--- config.mk ---
export PLATFORM = sky130hd
export DESIGN_NAME = fifo_read_unpacker
export DESIGN_NICKNAME = d
export VERILOG_FILES = /design/src/rtl/fifo_read_unpacker.sv
export SDC_FILE = /design/constraint.sdc
export NUM_CORES = 1
export LEC_CHECK = 0
export BUFFER_PORTS_ARGS = -buffer_cell sky130_fd_sc_hd__buf_2
export CAP_MARGIN = 30
export CORE_MARGIN = 2
export CORE_UTILIZATION = 51
export CTS_CLUSTER_DIAMETER = 120
export CTS_CLUSTER_SIZE = 14
export DETAILED_ROUTE_END_ITERATION = 6
export GPL_ROUTABILITY_DRIVEN = 0
export PLACE_DENSITY = 0.73
export SLEW_MARGIN = 10
export SYNTH_ARGS = -nofsm -noshare
export SYNTH_HDL_FRONTEND = slang
export SYNTH_SLANG_ARGS = --single-unit
--- constraint.sdc ---
create_clock -name clk -period 6.2 [get_ports clk]
set_input_delay 1.24 -clock clk [delete_from_list [all_inputs] [get_ports clk]]
set_output_delay 1.24 -clock clk [all_outputs]
set_load 0.03 [all_outputs]
--- src/rtl/fifo_read_unpacker.sv ---
module fifo_read_unpacker #(
  parameter int LANE_W = 9,
  localparam int W = 4 * LANE_W,
  localparam int HALF = 2 * LANE_W
) (
  input  logic         clk,
  input  logic         rst_n,
  input  logic [1:0]   size_sel,
  input  logic         big_end,
  input  logic [1:0]   swap_sel,
  input  logic         rd_en,
  input  logic         fifo_empty,
  input  logic [W-1:0] fifo_data,
  output logic         fifo_pop,
  output logic [W-1:0] dout
);

  localparam logic [1:0] SZ_LONG = 2'b00;
  localparam logic [1:0] SZ_HALF = 2'b01;
  localparam logic [1:0] SZ_BYTE = 2'b10;

  logic [1:0]        size_q, live_size, left, parts_m1, idx;
  logic              be_q, live_be, need_fetch, take;
  logic [W-1:0]      held, swapped, src, nxt;
  logic [LANE_W-1:0] bpart;
  logic [HALF-1:0]   hpart;
  logic [LANE_W-1:0] b0, b1, b2, b3;

  assign b0 = fifo_data[0*LANE_W +: LANE_W];
  assign b1 = fifo_data[1*LANE_W +: LANE_W];
  assign b2 = fifo_data[2*LANE_W +: LANE_W];
  assign b3 = fifo_data[3*LANE_W +: LANE_W];

  always_comb begin
    case (swap_sel)
      2'b01:   swapped = {b0, b1, b2, b3};
      2'b10:   swapped = {b1, b0, b3, b2};
      2'b11:   swapped = {b2, b3, b0, b1};
      default: swapped = {b3, b2, b1, b0};
    endcase
  end

  always_comb begin
    case (size_q)
      SZ_HALF: parts_m1 = 2'd1;
      SZ_BYTE: parts_m1 = 2'd3;
      default: parts_m1 = 2'd0;
    endcase
  end

  assign need_fetch = (left == 2'd0) || (size_q != live_size) || (be_q != live_be);
  assign fifo_pop   = rd_en && need_fetch && !fifo_empty;
  assign take       = rd_en && (fifo_pop || !need_fetch);
  assign src        = fifo_pop ? swapped : held;
  assign idx        = fifo_pop ? 2'd0 : 2'(parts_m1 - left + 2'd1);

  always_comb begin
    if (be_q) bpart = src[(3 - idx) * LANE_W +: LANE_W];
    else      bpart = src[idx * LANE_W +: LANE_W];
    if (be_q ^ idx[0]) hpart = src[W-1:HALF];
    else               hpart = src[HALF-1:0];
  end

  always_comb begin
    nxt = dout;
    case (size_q)
      SZ_HALF: begin
        if (be_q) nxt[W-1:HALF] = hpart;
        else      nxt[HALF-1:0] = hpart;
      end
      SZ_BYTE: begin
        if (be_q) nxt[W-1 -: LANE_W] = bpart;
        else      nxt[LANE_W-1:0]   = bpart;
      end
      default: nxt = src;
    endcase
  end

  always_ff @(posedge clk or negedge rst_n) begin
    if (!rst_n) begin
      size_q    <= SZ_LONG;
      be_q      <= 1'b0;
      live_size <= SZ_LONG;
      live_be   <= 1'b0;
      left      <= 2'd0;
      held      <= '0;
      dout      <= '0;
    end else begin
      size_q <= (size_sel == 2'b11) ? SZ_LONG : size_sel;
      be_q   <= big_end;
      if (take) dout <= nxt;
      if (fifo_pop) begin
        held      <= swapped;
        live_size <= size_q;
        live_be   <= be_q;
        left      <= parts_m1;
      end else if (take) begin
        left <= left - 2'd1;
      end
    end
  end

endmodule


Yosys cells after proc, flatten, opt, wreduce, memory -nomap -nowiden

Index checks and enable logic that the tools add are counted.

Word-level logic and storage cells: 62
Output and inout bits: 37
Register bits: 80

Muxes and demuxes: 16
Reductions and logical operators: 14
Shift operators: 2
Bitwise operators: 2
Eq/ne operators: 12
Add/sub/neg operators: 4
Multipliers: 2

Operator list:

| operator                                                            | count |
|---|---|
| 36-bit one-hot mux with 3 select lines                              | 1 |
| 18-bit 2-to-1 mux                                                   | 3 |
| 36-bit 2-to-1 mux                                                   | 1 |
| 18-bit one-hot mux with 2 select lines                              | 1 |
| 9-bit one-hot mux with 2 select lines                               | 2 |
| 36-bit by 33-bit variable part select with 9-bit output             | 1 |
| 36-bit by 7-bit variable part select with 9-bit output              | 1 |
| 9-bit 2-to-1 mux                                                    | 3 |
| 3-bit AND reduction                                                 | 4 |
| 2-bit == test (second input constant)                               | 4 |
| 3-bit by 5-bit multiplier with 8-bit output (second input constant) | 1 |
| 2-bit 2-to-1 mux                                                    | 4 |
| 2-bit inequality test (second input constant)                       | 4 |
| 2-bit by 4-bit multiplier with 6-bit output (second input constant) | 1 |
| 2-bit by 1-bit == test with 1-bit output (second input constant)    | 2 |
| 2-bit one-hot mux with 2 select lines                               | 1 |
| 1-bit logical AND                                                   | 3 |
| 1-bit logical OR                                                    | 3 |
| 2-bit by 2-bit subtractor with 3-bit output (first input constant)  | 1 |
| 2-bit by 1-bit adder with 2-bit output (second input constant)      | 1 |
| 1-bit logical NOT                                                   | 2 |
| 2-bit logical NOT                                                   | 1 |
| 2-bit inequality test                                               | 1 |
| 2-bit nonzero test                                                  | 1 |
| other kinds (5)                                                     | 5 |

Depth between registers and ports, before layout

Gate-level depths: netlist of run 1.

Depth in word-level cells: 12
Gate-level depth with buffers: 13
Depth with buffers taken out: 10

Worst setup path after synthesis of run 1

OpenSTA, ideal clock, no wires.

Path kind: input -> output
Start point: in fifo_empty
End point: out fifo_pop
Data arrival time: 2.052 ns
Path buffers: 3
Data required time: 4.960 ns
Slack: 2.908 ns
Stages: 6
Cells stage by stage: buf_2 nor2b_1 buf_4 o41ai_2 inv_2 buf_2

Word-level cells in the longest chain between the ends: 2

Ends and longest elaborated chain:

| element           | line | RTL |
|---|---|---|
| start, declared   | 12   | `input logic fifo_empty,` |
| 1-bit logical NOT | 52   | `assign fifo_pop = rd_en && need_fetch && !fifo_empty;` |
| 1-bit logical AND | 52   |  |
| end, declared     | 14   | `output logic fifo_pop,` |

Every way passes these cells.

Worst setup path after layout of run 1

Start point: in rd_en
End point: out fifo_pop

Word-level cells in the longest chain between the ends: 2

Ends and longest elaborated chain:

| element                        | line | RTL |
|---|---|---|
| start, declared                | 11   | `input logic rd_en,` |
| 1-bit logical AND (2 in a row) | 52   |  |

Every way passes these cells.

==> metrics.txt, run 1 <==
crit path launch rd_en; initial antenna violation count 0; Resized cells post-CTS 0; r2r endpoint dout[15]$_DFFE_PN0P_; overall die width 109 um; maxcap violations 0; CP max-delay cell nor2b_1; Data required, critical path 4960 ps; Post-Route Setup TNS 0 ps; combinational group share of total power 48.5%; Reg2Reg Setup Slack 2150 ps; min-delay src dout[20]$_DFFE_PN0P_; Syn Nets 629; final hold violation count 0; Worst Hold Class reg -> reg; critical path startpoint category input pin; clock share of power 15.4%; Tot Pwr 0.00221 W; Area Overhead vs Synth 10.1%; register area share after synthesis 35.8%; io pins 82; most used cell, CP buf_2; Final ANT Viol Nets 0; #FFs+latches synth 80; Total Wirelength 15.0 mm; clock transition at the registers of the reported paths 80 ps; Max Freq 244 MHz; CTS H-tree lvls 3; gr usage total 26.1%; Final Net Count 681; Core Area 0.0107 mm^2; pin count of the biggest net entering global routing 74; sw power 0.000965 W; relative slew slack 38.0%; Cells after Synth 580; EDFF count, synth 0; slowest cell delay on critical path 530 ps; drt drc 0; Worst Tran Pin Value 930 ps; Main synth FF type dfrtp_1; PwrDens 360 mW/mm^2; asr flop ratio synth 100%; layout cells sized above 1 27.0%; post-DP HPWL 10.9 mm; first-pass GRT wire length 23.6 mm; CTS buffer count 9; setup violators final 0; clock root buffer clkbuf_8; Tcrit/Tclk final 66.1%; YS warnings 0; arrival time worst endpoint 2860 ps; Clock Path Buffers 2; Peak VDD IR 0.200 mV; unrepaired setup endpoints after global routing no; outcome finished, final reports clean; sequential share of power 36.0%; number of buffers added on ports 81; drt wl/cell 19.3 um; Site Rows 38; Clock Latency Late Sink 350 ps; Switching Share 43.6%; Pins Over Slew Limit 0; TritonCTS clock tree built; Die Y 109 um; minimum clock period 4100 ps; Post-Syn Area 0.00559 mm^2; First DRT Iteration DRCs 548; clock tree sinks 80; Post-CTS Setup Inserts 0; ant diodes 0; CTS Hold Bufs 0; Avg Cell Area, Syn 9.63 um^2; final core utilization 57.2%; Critical Path End Type output port; Crit Reg-Reg Startpoint size_q[0]$_DFF_PN0_; WS Path Type in -> out; GRT overflow 0; commonest non-fill, non-tap cells in the layout dfrtp_1 (80), buf_2 (80), nand2_1 (47); Vias per Instance 6.32; Initial Utilization 52.0%; CP Capture Point fifo_pop; 1st-pass router iterations 5; Die ar. 0.0118 mm^2; vias in the first global route 4,488; final setup skew 9.38 ps; critical path, cell by cell buf_2 -> nor2b_1 -> o41ai_4 -> inv_2 -> buf_2; CP max FO 22; Synth cell types 62; leakage power figure 2.77 nW; internal power 0.00125 W; routed vias 4,909; R2R depth 12
-- state kept, by name (all words and copies together), names as in the netlist --
name and cells:
live_be 1, live_size 2, dout 36, be_q 1, size_q 2, left 2, held 36
-- layout make-up --
| type | count | area [um^2] |
|---|---|---|
| Multi-Input combinational cell | 416 | 3190 |
| Timing Repair Buffer | 86 | 473 |
| Clock inverter | 3 | 17.5 |
| Fill cell | 961 | 4600 |
| Clock buffer | 13 | 149 |
| Inverter | 39 | 146 |
| Tap cell | 140 | 175 |
| Sequential cell | 80 | 2000 |
-- worst min path at each step --
| stage | end | slack (ps) | cells past startpoint |
|---|---|---|---|
| 6_report | dout[20]$_DFFE_PN0P_ | 490 | 2 |
| 5_1_grt | dout[14]$_DFFE_PN0P_ | 510 | 2 |
| 4_1_cts | dout[9]$_DFFE_PN0P_ | 500 | 2 |
| 3_5_place_dp | dout[24]$_DFFE_PN0P_ | 470 | 2 |
| 3_3_place_gp | dout[16]$_DFFE_PN0P_ | 470 | 2 |
| 2_1_floorplan | held[12]$_DFF_PN0_ | 490 | 2 |
-- worst max-delay path: cells and delay by family --
kind                   cells  cell delay, ps
AO/OA/AOI/OAI              1             190
buffers and inverters      3             880
AND/OR/NAND/NOR            1             530
-- cells in the mapped netlist, types with 9 or more instances --
cell type  instances  share of area (%)
a21oi_1           37                3.3
nand2_1           47                3.2
o221ai_1          14                2.2
mux4_2            17                6.9
dfrtp_1           80                 36
nor3_1            16                1.4
mux2i_1           39                7.0
nor2_1            40                2.7
o21ai_1           12                1.1
mux2_2            38                7.7
nand3_1           17                1.5
clkbuf_1          14               0.94
o21ai_0           34                3.0
inv_1             36                2.4
a211oi_1           9                1.2
buf_2             17                1.5
-- per-layer routing --
metal | track usage, % | share of wire [%] | up-vias
met3 | 6.81 | 10 | 29
met1 | 41.1 | 47 | 2362
met4 | 6.59 | 1.6 | 0
li1 | - | - | 2242
met5 | 0 | 0 | -
met2 | 35.4 | 41 | 276
-- kinds of logic (layout without fill, tap and decap cells) --
group                    count (synthesis)  in the layout  synth area share, %
buffers and inverters                   84            141                 7.30
AND/OR/NAND/NOR                        147            147                 12.7
XOR/XNOR                                10             10                 2.08
flip-flops                              80             80                 35.8
adder cells (fa/ha/maj)                  4              4                0.896
AO/OA/AOI/OAI                          160            160                 19.4
multiplexers                            95             95                 21.8
-- power groups by stage --
stage / Clock, W / Sequential (W) / Combinational, W
final: 0.000342 / 0.000797 / 0.00107
after global routing: 0.000378 / 0.000813 / 0.00116
after CTS: 0.000345 / 0.000793 / 0.00105
after detailed placement: 0 / 0.000800 / 0.00105
after global placement: 0 / 0.000795 / 0.00102
after floorplan: 0 / 0.000948 / 0.000621
-- metrics by stage --
step	instance area, um^2	cells	setup WS (ps)	hold WS (ps)
CTS	6130	776	2090	496
floorplan	5590	580	2910	489
global route	6150	777	1940	512
detailed placement	5970	760	2120	470
finish	6150	777	2100	495
global placement	5940	759	2200	473
(Power assumes the default switching activity.)
==> run 2, diff against run 1 <==
Clock period 6.2 ns to 4.1 ns, I/O delays scaled along.
==> run 2 against run 1 <==
Effect of this change:
- combinational power rose by 52%
- total power rose by 59%
- register-to-register slack lost 1600 ps
- first-iteration DRC count decreased by 13%
- clock power rose by 100%
- critical path type is now reg -> reg
==> metrics.txt, run 2 (same netlist as run 1, synthesis figures left out) <==
sw power 0.00148 W (was 0.000965 W); PwrDens 565 mW/mm^2 (was 360 mW/mm^2); layout cells sized above 1 27.8% (was 27.0%); WS Path Type reg -> reg (was in -> out); internal power 0.00205 W (was 0.00125 W); ant diodes 0 (unchanged); placed inst area 0.00601 mm^2 (was 0.00597 mm^2); Site Rows 38 (unchanged); Worst Tran Pin Value 667 ps (was 930 ps); CTS H-tree lvls 3 (unchanged); CTS buffer count 9 (unchanged); Area Overhead vs Synth 11.7% (was 10.1%); Die Y 109 um (unchanged); Final Net Count 685 (was 681); pin count of the biggest net entering global routing 74 (unchanged); clock tree sinks 80 (unchanged); leakage power figure 2.82 nW (was 2.77 nW); maxcap violations 0 (unchanged); Tcrit/Tclk final 86.4%; grt met2 use 36.0% (was 35.4%); critical path, cell by cell inv_1 -> ha_1 -> inv_1 -> buf_4 -> ha_1 -> inv_2 -> nor3_1 -> or4b_4 -> o21ai_4 -> mux2_2 -> o21ai_0 (was buf_2 -> nor2b_1 -> o41ai_4 -> inv_2 -> buf_2); post-DP HPWL 11.1 mm (was 10.9 mm); Critical Path End Type register (was output port); commonest non-fill, non-tap cells in the layout dfrtp_1 (80), buf_2 (80), nand2_1 (47) (unchanged); M3 GR Usage 4.84% (was 6.81%); Core Area 0.0107 mm^2 (unchanged); CP max-delay cell or4b_4 (was nor2b_1); GRT overflow 0 (unchanged); minimum clock period 3540 ps; Initial Utilization 52.0% (unchanged); Post-Route Setup TNS 0 ps (unchanged); Post-CTS Setup Inserts 0 (unchanged); Die ar. 0.0118 mm^2 (unchanged); Clock Latency Late Sink 370 ps (was 350 ps); Vias per Instance 6.24 (was 6.32); TritonCTS clock tree built (unchanged); Clock Path Buffers 2 (unchanged); First DRT Iteration DRCs 476 (was 548); clock transition at the registers of the reported paths 80 ps (about the same); Max Freq 282 MHz; Reg2Reg Setup Slack 560 ps (was 2150 ps); combinational group share of total power 46.2% (was 48.5%); 1st-pass router iterations 5 (unchanged); Total Wirelength 15.0 mm (about the same); Data required, critical path 4380 ps (was 4960 ps); CTS Hold Bufs 0 (unchanged); io pins 82 (unchanged); largest registers dout x36, held x36 (unchanged); Resized cells post-CTS 0 (unchanged); Worst Hold Class in -> async (was reg -> reg); Final Cell Area 0.00624 mm^2 (was 0.00615 mm^2); busiest grt layer met1 (unchanged); arrival time worst endpoint 3820 ps (was 2860 ps); gr usage total 26.0% (was 26.1%); Peak VDD IR 0.329 mV (was 0.200 mV); final hold violation count 0 (unchanged); setup violators final 0 (unchanged); GRT met1 Usage 40.8% (was 41.1%); sequential share of power 34.1% (was 36.0%); Final ANT Viol Nets 0 (unchanged); # fillers 945 (was 961); Switching Share 41.9% (was 43.6%); clock share of power 19.8% (was 15.4%); outcome finished, final reports clean (unchanged); drt drc 0 (unchanged); routed vias 4,872 (was 4,909); vias in the first global route 4,380 (was 4,488); relative slew slack 55.5% (was 38.0%); Pins Over Slew Limit 0 (unchanged); R2R depth 11 (was 12); clock root buffer clkbuf_8 (unchanged); drt wl/cell 19.2 um (was 19.3 um); Fin Hold WS 314 ps (was 495 ps); overall die width 109 um (unchanged); unrepaired setup endpoints after global routing no (unchanged); initial antenna violation count 0 (unchanged); CP max FO 21 (was 22); slowest cell delay on critical path 600 ps (was 530 ps); first-pass GRT wire length 23.3 mm (was 23.6 mm); critical path startpoint category register (was input pin); number of buffers added on ports 81 (unchanged); final setup skew 12.1 ps (was 9.38 ps)
## run 2: cell count changes in the layout (fill, tap and decap cells not counted), sizes merged
cell	previous run	this run
bufinv	0	3
clkbuf	13	10
buf	86	90
## run 2: per-stage QoR
step / setup slack [ps] / utilization [%] / std cells / total power [W]
after floorplan: 1010 / - / 580 / 0.00237
after global placement: 696 / 55.6 / 764 / 0.00276
after detailed placement: 596 / 55.9 / 765 / 0.00281
after CTS: 569 / 58.1 / 781 / 0.00351
after global routing: 358 / 58.1 / 781 / 0.00371
final: 556 / 58.1 / 781 / 0.00353
## run 2: layout make-up
cell class              instances  area, um^2  area share [%]
repair buffers                 90         495            7.94
well taps                     140         175            2.81
clock inverters                 6         108            1.72
flip-flops and latches         80        2000            32.1
inverters                      39         146            2.35
multi-input cells             416        3190            51.1
clock buffers                  10         128            2.04
## run 2: per-layer routing
layer	vias up	wire (um)
met5	-	0
met4	0	261
met3	20	1500
met2	274	6200
met1	2325	7000
li1	2253	-
## run 2: worst paths after layout
path                                      start                    to
max                         size_q[0]$_DFF_PN0_  dout[15]$_DFFE_PN0P_
min                                       rst_n    held[34]$_DFF_PN0_
max reg2reg                 size_q[0]$_DFF_PN0_  dout[15]$_DFFE_PN0P_
min reg2reg                dout[18]$_DFFE_PN0P_  dout[18]$_DFFE_PN0P_
max in group asynchronous                 rst_n   dout[4]$_DFFE_PN0P_
min in group clk           dout[18]$_DFFE_PN0P_  dout[18]$_DFFE_PN0P_
## run 2: critical path: cells and delay by family (launching register included)
kind,cells,cell delay [ps]
simple gates,2,730
compound gates,2,690
fa+ha+maj,2,620
buf+inv,4,560
flops,1,470
mux,1,400
## run 2: power groups by stage
| stage | logic (W) | clock network [W] | registers (W) |
|---|---|---|---|
| 2_1_floorplan | 0.000938 | 0 | 0.00143 |
| 3_3_place_gp | 0.00155 | 0 | 0.00120 |
| 3_5_place_dp | 0.00160 | 0 | 0.00121 |
| 4_1_cts | 0.00161 | 0.000701 | 0.00120 |
| 5_1_grt | 0.00175 | 0.000738 | 0.00123 |
| 6_report | 0.00163 | 0.000697 | 0.00120 |
==> run 3, diff against run 2 <==
Settings changed: CORE_UTILIZATION 51 to 40, PLACE_DENSITY 0.73 to 0.6.
==> run 3 against run 2 <==
Effect of this change:
- clock power grew 6.7%
- worst setup slack better by 140 ps
- utilization is 12 points lower
- combinational power barely moved
- die area is 26% higher
- maximum frequency is 4.0% higher
- first-iteration DRC count grew 14%
- non-clock buffer count is 2 higher
- largest power group unchanged
- highest routed layer unchanged
==> metrics.txt, run 3 (same netlist as run 1, synthesis figures left out) <==
CP max-delay cell or4b_4 (unchanged); CTS Hold Bufs 0 (unchanged); Multi-input gate area 0.00319 mm^2 (unchanged); r2r endpoint dout[15]$_DFFE_PN0P_ (unchanged); Clock Path Buffers 2 (unchanged); post-DP HPWL 11.7 mm (was 11.1 mm); critical path startpoint category register (unchanged); clock tree sinks 80 (unchanged); cell type group with the largest total delay on the critical path simple AND/OR/NAND/NOR gates (unchanged); CTS buffer count 9 (unchanged); CP max FO 21 (unchanged); drt wl/cell 19.1 um (was 19.2 um); relative slew slack 52.1% (was 55.5%); sequential share of power 33.7% (was 34.1%); pin count of the biggest net entering global routing 74 (unchanged); Clock Latency Late Sink 340 ps (was 370 ps); combinational group share of total power 45.6% (was 46.2%); Initial Utilization 40.6% (was 52.0%); Die ar. 0.0149 mm^2 (was 0.0118 mm^2); Worst Hold Class in -> async (unchanged); WS Path Type reg -> reg (unchanged); sw power 0.00151 W (was 0.00148 W); Post-CTS Setup Inserts 0 (unchanged); outcome finished, final reports clean (unchanged); initial antenna violation count 0 (unchanged); first-pass GRT wire length 24.1 mm (was 23.3 mm); Worst Tran Pin Value 718 ps (was 667 ps); Resized cells post-CTS 0 (unchanged); setup violators final 0 (unchanged); CTS H-tree lvls 3 (unchanged); layout cells sized above 1 28.1% (was 27.8%); # fillers 1,385 (was 945); vias in the first global route 4,412 (was 4,380); cell count along the critical path 10 (was 11); clock share of power 20.8% (was 19.8%); Peak VDD IR 0.292 mV (was 0.329 mV); ant diodes 0 (unchanged); minimum clock period 3410 ps (was 3540 ps); largest registers dout x36, held x36 (unchanged); Vias per Instance 5.83 (was 6.24); Core Area 0.0138 mm^2 (was 0.0107 mm^2); TritonCTS clock tree built (unchanged); 1st-pass router iterations 7 (was 5); Crit path buffers/inverters 3 (was 4); Final ANT Viol Nets 0 (unchanged); final setup skew 5.80 ps (was 12.1 ps); io pins 82 (unchanged); R2R depth 10 (was 11); Max Freq 293 MHz (was 282 MHz); Reg2Reg Setup Slack 690 ps (was 560 ps); clock root buffer clkbuf_16 (was clkbuf_8); Post-Route Setup TNS 0 ps (unchanged); arrival time worst endpoint 3650 ps (was 3820 ps); commonest non-fill, non-tap cells in the layout dfrtp_1 (80), buf_2 (80), nand2_1 (47) (unchanged); PwrDens 565 mW/mm^2 (about the same); final hold violation count 0 (unchanged); maxcap violations 0 (unchanged); Site Rows 43 (was 38); internal power 0.00207 W (was 0.00205 W); Critical Path End Type register (unchanged); Switching Share 42.1% (was 41.9%); overall die width 122 um (was 109 um); Crit Reg-Reg Startpoint size_q[0]$_DFF_PN0_ (unchanged); slowest cell delay on critical path 590 ps (was 600 ps); number of buffers added on ports 81 (unchanged); Data required, critical path 4340 ps (was 4380 ps); Final Net Count 687 (was 685); routed vias 4,802 (was 4,872); gr usage total 21.0% (was 26.0%); Area Overhead vs Synth 13.6% (was 11.7%); Final Non-Filler Cells 823 (was 781); leakage power figure 2.85 nW (was 2.82 nW); critical path, cell by cell inv_1 -> ha_1 -> inv_1 -> ha_1 -> inv_2 -> nor3_1 -> or4b_4 -> o21ai_4 -> mux2_2 -> o21ai_0 (was inv_1 -> ha_1 -> inv_1 -> buf_4 -> ha_1 -> inv_2 -> nor3_1 -> or4b_4 -> o21ai_4 -> mux2_2 -> o21ai_0); GRT overflow 0 (unchanged); First DRT Iteration DRCs 545 (was 476); Total Wirelength 15.7 mm (was 15.0 mm); drt drc 0 (unchanged); Pins Over Slew Limit 0 (unchanged); Tcrit/Tclk final 83.1% (was 86.4%); unrepaired setup endpoints after global routing no (unchanged); Die Y 122 um (was 109 um); Post-Place Cells 807 (was 765); register area 0.00200 mm^2 (unchanged); clock transition at the registers of the reported paths 60 ps (was 80 ps)
## run 3: cell types whose count changed in the layout (fill, tap and decap cells not counted), sizes merged
cell and delta:
buf +2, clkinvlp +1, clkinv +2, bufinv -3
## run 3: metal layers
| metal | track usage (%) | part of all wire (%) | vias up |
|---|---|---|---|
| li1 | - | - | 2254 |
| met1 | 34.7 | 50 | 2293 |
| met2 | 28.8 | 41 | 243 |
| met4 | 5.82 | 1.2 | 0 |
| met5 | 0 | 0 | - |
| met3 | 1.97 | 7.8 | 12 |
## run 3: final cells by class
class	count	area share, %
clock buffer	10	3.77
clock inverter	6	0.552
inverter	39	2.31
multi-input combinational	416	50.2
sequential	80	31.6
tap	180	3.55
timing repair buffer	92	8.05
## run 3: per-stage QoR
step / setup WS (ps) / power, W / area [um^2] / util [%] / hold slack [ps]
2_1_floorplan: 1010 / 0.00237 / 5590 / - / 489
3_3_place_gp: 748 / 0.00278 / 6040 / 43.9 / 472
3_5_place_dp: 665 / 0.00282 / 6070 / 44.1 / 471
4_1_cts: 713 / 0.00358 / 6340 / 46.1 / 350
5_1_grt: 547 / 0.00378 / 6340 / 46.1 / 366
6_report: 691 / 0.00358 / 6340 / 46.1 / 348
## run 3: power by group through the flow
stage / logic (W) / registers [W] / clock network [W]
floorplan: 0.000938 / 0.00143 / 0
global placement: 0.00158 / 0.00120 / 0
detailed placement: 0.00161 / 0.00121 / 0
CTS: 0.00162 / 0.00120 / 0.000758
global route: 0.00176 / 0.00124 / 0.000786
finish: 0.00163 / 0.00121 / 0.000744
## run 3: worst max-delay path by stage
stage                        startpoint                   end  slack (ps)
floorplan           size_q[0]$_DFF_PN0_  dout[12]$_DFFE_PN0P_        1010
global placement                  rd_en  dout[15]$_DFFE_PN0P_         750
detailed placement                rd_en  dout[15]$_DFFE_PN0P_         670
CTS                 size_q[0]$_DFF_PN0_  dout[15]$_DFFE_PN0P_         710
global route        size_q[0]$_DFF_PN0_  dout[30]$_DFFE_PN0P_         550
finish              size_q[0]$_DFF_PN0_  dout[15]$_DFFE_PN0P_         690
## run 3: worst reg2reg max path: cells and delay by family (launching register included)
kind                       cells  cell delay, ps
AOI/OAI and AO/OA              2             700
DFF                            1             450
buffers and inverters          3             460
and+or+nand+nor                2             720
adders and majority gates      2             580
muxes                          1             410
